--- config.mk ---
export PLATFORM = sky130hd
export DESIGN_NAME = clk_pulse_guard
export DESIGN_NICKNAME = d
export VERILOG_FILES = /design/src/rtl/ccg_pkg.sv /design/src/rtl/ccg_pulse_ctr.sv /design/src/rtl/ccg_len_table.sv /design/src/rtl/clk_pulse_guard.sv
export SDC_FILE = /design/constraint.sdc
export NUM_CORES = 1
export LEC_CHECK = 0
export ABC_AREA = 1
export BUFFER_PORTS_ARGS = -buffer_cell sky130_fd_sc_hd__clkbuf_2
export CORE_AREA = 8 8 45 47
export DETAILED_ROUTE_END_ITERATION = 8
export DIE_AREA = 0 0 53 55
export GPL_ROUTABILITY_DRIVEN = 1
export HOLD_SLACK_MARGIN = 0.15
export SLEW_MARGIN = 10
export SYNTH_ARGS = -nofsm -noshare
export SYNTH_HDL_FRONTEND = slang
export SYNTH_SLANG_ARGS = --single-unit
--- constraint.sdc ---
create_clock -name clk -period 1.75 [get_ports clk]
set_input_delay 0.2625 -clock clk [delete_from_list [all_inputs] [get_ports clk]]
set_output_delay 0.2625 -clock clk [all_outputs]
set_load 0.005 [all_outputs]
--- src/rtl/ccg_pkg.sv ---
package ccg_pkg;
  typedef enum logic [2:0] {
    CLS_IDLE  = 3'd0,
    CLS_READ  = 3'd1,
    CLS_WEN   = 3'd2,
    CLS_WRITE = 3'd3,
    CLS_ERASE = 3'd4,
    CLS_ERAL  = 3'd5,
    CLS_WRAL  = 3'd6,
    CLS_RSVD  = 3'd7
  } ccg_cls_e;

  // commands that start a self-timed program cycle
  function automatic logic is_checked(ccg_cls_e c);
    return (c == CLS_WRITE) || (c == CLS_ERASE) || (c == CLS_ERAL) || (c == CLS_WRAL);
  endfunction

  // commands that skip the length check
  function automatic logic is_bypass(ccg_cls_e c);
    return (c == CLS_READ) || (c == CLS_WEN);
  endfunction

  // frames that carry a data field after the address
  function automatic logic has_data(ccg_cls_e c);
    return (c == CLS_WRITE) || (c == CLS_WRAL);
  endfunction
endpackage

--- src/rtl/ccg_pulse_ctr.sv ---
module ccg_pulse_ctr #(
  parameter int CNT_W = 5
) (
  input  logic             clk,
  input  logic             rst_n,
  input  logic             cs_level,
  input  logic             start_det,
  input  logic             sclk_rise,
  output logic [CNT_W-1:0] cnt
);
  localparam logic [CNT_W-1:0] CNT_MAX = '1;
  localparam logic [CNT_W-1:0] CNT_ONE = CNT_W'(1);

  logic running;
  assign running = (cnt != '0) && (cnt != CNT_MAX);

  always_ff @(posedge clk or negedge rst_n) begin
    if (!rst_n)                    cnt <= '0;
    else if (!cs_level)            cnt <= '0;
    else if (start_det)            cnt <= CNT_ONE;
    else if (sclk_rise && running) cnt <= cnt + CNT_ONE;
  end


  sat_hold_chk: assert property (@(posedge clk) disable iff (!rst_n)
    (cnt == CNT_MAX && cs_level && !start_det) |=> (cnt == CNT_MAX));

  restart_chk: assert property (@(posedge clk) disable iff (!rst_n)
    (start_det && cs_level) |=> (cnt == CNT_ONE));

  clear_low_chk: assert property (@(posedge clk) disable iff (!rst_n)
    !cs_level |=> (cnt == '0));

  no_spont_chk: assert property (@(posedge clk) disable iff (!rst_n)
    (cs_level && !start_det && !sclk_rise) |=> $stable(cnt));
endmodule

--- src/rtl/ccg_len_table.sv ---
module ccg_len_table
  import ccg_pkg::*;
#(
  parameter int CNT_W    = 5,
  parameter int OPC_BITS = 2,
  parameter int ADDR_X8  = 7,
  parameter int ADDR_X16 = 6,
  parameter int DATA_X8  = 8,
  parameter int DATA_X16 = 16
) (
  input  ccg_cls_e         cls,
  input  logic             org_x16,
  output logic [CNT_W-1:0] exp_len,
  output logic             checked,
  output logic             bypass
);
  logic [CNT_W-1:0] len_short [2];
  logic [CNT_W-1:0] len_long  [2];

  for (genvar o = 0; o < 2; o++) begin : g_org
    localparam int AW = (o == 1) ? ADDR_X16 : ADDR_X8;
    localparam int DW = (o == 1) ? DATA_X16 : DATA_X8;
    assign len_short[o] = CNT_W'(1 + OPC_BITS + AW);
    assign len_long[o]  = CNT_W'(1 + OPC_BITS + AW + DW);
  end

  always_comb begin
    if (!is_checked(cls)) exp_len = '0;
    else if (has_data(cls)) exp_len = len_long[org_x16];
    else exp_len = len_short[org_x16];
  end

  assign checked = is_checked(cls);
  assign bypass  = is_bypass(cls);
endmodule

--- src/rtl/clk_pulse_guard.sv ---
module clk_pulse_guard
  import ccg_pkg::*;
#(
  parameter int CNT_W    = 5,
  parameter int OPC_BITS = 2,
  parameter int ADDR_X8  = 7,
  parameter int ADDR_X16 = 6,
  parameter int DATA_X8  = 8,
  parameter int DATA_X16 = 16
) (
  input  logic       clk,
  input  logic       rst_n,
  input  logic       cs_level,
  input  logic       cs_fall,
  input  logic       sclk_rise,
  input  logic       start_det,
  input  logic [2:0] instr_cls,
  input  logic       org_x16,
  output logic       exec_go
);
  logic [CNT_W-1:0] cnt;
  logic [CNT_W-1:0] exp_len;
  logic             checked, bypass;
  logic             started, len_ok, go_d;
  ccg_cls_e         cls;

  assign cls = ccg_cls_e'(instr_cls);

  ccg_pulse_ctr #(.CNT_W(CNT_W)) u_ctr (
    .clk(clk), .rst_n(rst_n), .cs_level(cs_level),
    .start_det(start_det), .sclk_rise(sclk_rise), .cnt(cnt)
  );

  ccg_len_table #(
    .CNT_W(CNT_W), .OPC_BITS(OPC_BITS), .ADDR_X8(ADDR_X8),
    .ADDR_X16(ADDR_X16), .DATA_X8(DATA_X8), .DATA_X16(DATA_X16)
  ) u_len (
    .cls(cls), .org_x16(org_x16), .exp_len(exp_len),
    .checked(checked), .bypass(bypass)
  );

  // count before the clear that the low select applies on this edge
  assign started = (cnt != '0);
  assign len_ok  = checked ? (cnt == exp_len) : bypass;
  assign go_d    = cs_fall && started && len_ok;

  always_ff @(posedge clk or negedge rst_n) begin
    if (!rst_n) exec_go <= 1'b0;
    else        exec_go <= go_d;
  end


  exec_after_fall_chk: assert property (@(posedge clk) disable iff (!rst_n)
    exec_go |-> $past(cs_fall));

  exact_len_chk: assert property (@(posedge clk) disable iff (!rst_n)
    (exec_go && $past(checked)) |-> ($past(cnt) == $past(exp_len)));

  idle_cls_chk: assert property (@(posedge clk) disable iff (!rst_n)
    exec_go |-> ($past(checked) || $past(bypass)));

  need_start_chk: assert property (@(posedge clk) disable iff (!rst_n)
    exec_go |-> ($past(cnt) != '0));
endmodule

==> flow_metrics.tcl <==
set metrics [dict create \
    slew_headroom_pct 69.98 \
    final_nets 98 \
    worstPathArrival_ps 1510 \
    power_density_nw_per_um2 614.9 \
    finalMaxSlewViolations 0 \
    final_layout_size_suffix_gt1_share_pct 26.19 \
    finalPower_w 0.0003562 \
    outcome "finished, final reports clean" \
    async_flop_share_pct 100.0 \
    syn_area_per_cell_sq_um 6.810 \
    io_buffers 10 \
    synth_top_area_share_pct 31.50 \
    rows 14 \
    synth_ff_type "dfrtp_1" \
    first_global_vias 485 \
    routed_wl_um 1019 \
    cts-root-buf "clkbuf_4" \
    tns_ps 0 \
    clock_path_buffers 2 \
    via_count 473 \
    synth_area_leaders "dfrtp_1, nand2_1, nor2_1" \
    cp_num_buf_inv 2 \
    path_max_fanout 7 \
    cp_slowest_cell "dfrtp_1" \
    yosysWarnings 0 \
    drtPass1Iterations 4 \
    ys_top_cells_by_count "nand2_1, nor2_1, nand3_1" \
    h-tree-depth 1 \
    die_w_um 53 \
    critical_path_required_ps 1880 \
    clk_latency_ps 240 \
    num_antenna_cells 0 \
    core_area_sq_um 1384 \
    grt_pass1_wl_um 1945 \
    syn-num-nets 82 \
    rsz0062_at_grt "false" \
    holdCritPathClass "input pin to flop" \
    overflow 0 \
    drt_iter0_drc 6 \
    crit_path_start_kind "flop" \
    yosysTopAreaCell "dfrtp_1" \
    critPathKind "flop to flop" \
    io_pins 11 \
    die_h_um 55 \
    cts_buffers 3 \
    viasPerCell 4.730 \
    track_usage_pct 8.812 \
    yosysMostFrequentCell "nand2_1" \
    clock_sinks 6 \
    wl_per_cell_um 10.19 \
    die_area_sq_um 2915 \
    cap_viol_max_count 0 \
    hold_ws_ps 317.5 \
    skew_ps 0.1354 \
    seq_area_frac_synth_pct 31.50 \
    setup_viol 0 \
    start_util_pct 34.45 \
    power_leakage_nw 0.2967 \
    drc 0 \
    synthesis.area_sq_um 476.7 \
    antenna_found_initial 0 \
    gp_congestion 0.8036 \
    max-vdd-ir-drop_uv 437.1 \
    synth-edff-count 0 \
    synthCells 70 \
    dp_hpwl_um 833.4 \
    hold_viol 0 \
    grt_max_degree 8 \
    max_freq_mhz 725.9 \
    cts_tree "yes" \
    final_antenna_net_count 0 \
    path_cells "inv_1, ha_1, inv_1, nor2_1, nand2_2, nand3_4, nand2_4, nand2_1, nand2_1" \
    yosys_register_bits 6 \
    cpPeakStageDelay_ps 440 \
    worst_setup_path_end_kind "flop" \
    tightestPinTransition_ps 448.7 \
    fin_crit_sh_pct 78.72 \
    critPathTopFamily "simple AND/OR/NAND/NOR gates" \
    period_minus_slack_ps 1378 \
    clkTransAtPathRegs_ps 40 \
    areaGrowthSynthToFinish_pct 21.52 \
    ys_types 19 \
]
==> power breakdown <==
part | switching, W | internal, W | total, W | leakage [nW]
sequential | 0.00000984 | 0.000145 | 0.000155 | 0.0816
combinational | 0.0000429 | 0.0000313 | 0.0000742 | 0.201
clock | 0.0000498 | 0.0000776 | 0.000127 | 0.0138
==> what timing repair did <==
item                      4_1_cts  5_1_grt
buffers inserted                0        0
gates resized for setup         0        0
hold buffers                    1        0
hold endpoints to repair        6        0
==> area by class of cell <==
cell class,count,area [sq um]
fillers,159,804.5
multi-input cells,56,296.5
flip-flops and latches,6,150.1
repair buffers,11,60.06
inverters,8,30.03
clock buffers,3,22.52
well taps,16,20.02
==> path summary, 6_finish.rpt <==
kind                                          start                       end  slack [ps]  cells past startpoint
max                        u_ctr.cnt[0]$_DFFE_PN0P_  u_ctr.cnt[1]$_DFFE_PN0P_         370                      9
min                                       sclk_rise  u_ctr.cnt[4]$_DFFE_PN0P_         320                      3
max reg2reg                u_ctr.cnt[0]$_DFFE_PN0P_  u_ctr.cnt[1]$_DFFE_PN0P_         370                      9
min reg2reg                u_ctr.cnt[4]$_DFFE_PN0P_  u_ctr.cnt[4]$_DFFE_PN0P_         620                      2
max in group asynchronous                     rst_n  u_ctr.cnt[0]$_DFFE_PN0P_        1220                      2
min in group asynchronous                     rst_n         exec_go$_DFF_PN0_         380                      2
==> flip-flops by register name, summed over array words and instances, names as in the netlist <==
signal     count
u_ctr.cnt      5
exec_go        1
==> kinds of logic (layout without fill, tap and decap cells) <==
logic type | count (synthesis) | in the layout | synth area share, %
AND/OR/NAND/NOR | 49 | 49 | 50.92
buffers and inverters | 8 | 22 | 6.299
flip-flops | 6 | 6 | 31.50
AO/OA/AOI/OAI | 5 | 5 | 6.035
adder cells (fa/ha/maj) | 2 | 2 | 5.249
==> per-stage QoR <==
stage	utilization (%)	area, sq um	std cells	setup WS [ps]
after floorplan	-	476.7	70	506.5
after global placement	39.51	546.8	96	392.7
after detailed placement	39.51	546.8	96	365.9
after CTS	41.86	579.3	100	357.9
after global routing	41.86	579.3	100	223.7
final	41.86	579.3	100	372.4
==> per-layer routing <==
layer,vias up,global-route usage (%),wire length [um]
met3,0,5.882,112
met1,207,9.466,450
met5,-,0,0
met2,13,14.45,456
li1,253,-,-
met4,0,1.293,0
==> cell usage in the layout (no fill, tap or decap), drive strengths merged <==
cell type / instances
or2: 1
a21boi: 1
ha: 2
dfrtp: 6
nand3b: 1
dlygate4sd3: 1
o22ai: 1
nor2: 15
nand2: 21
clkbuf: 13
o21ai: 2
inv: 8
nand3: 10
nand4: 1
a21oi: 1
==> worst register-to-register path, cell delays in order (launching register included) <==
cell	delay, ps
dfrtp_1	440
inv_1	130
ha_1	150
inv_1	30
nor2_1	110
nand2_2	100
nand3_4	120
nand2_4	70
nand2_1	70
nand2_1	50
(Power assumes the default switching activity.)
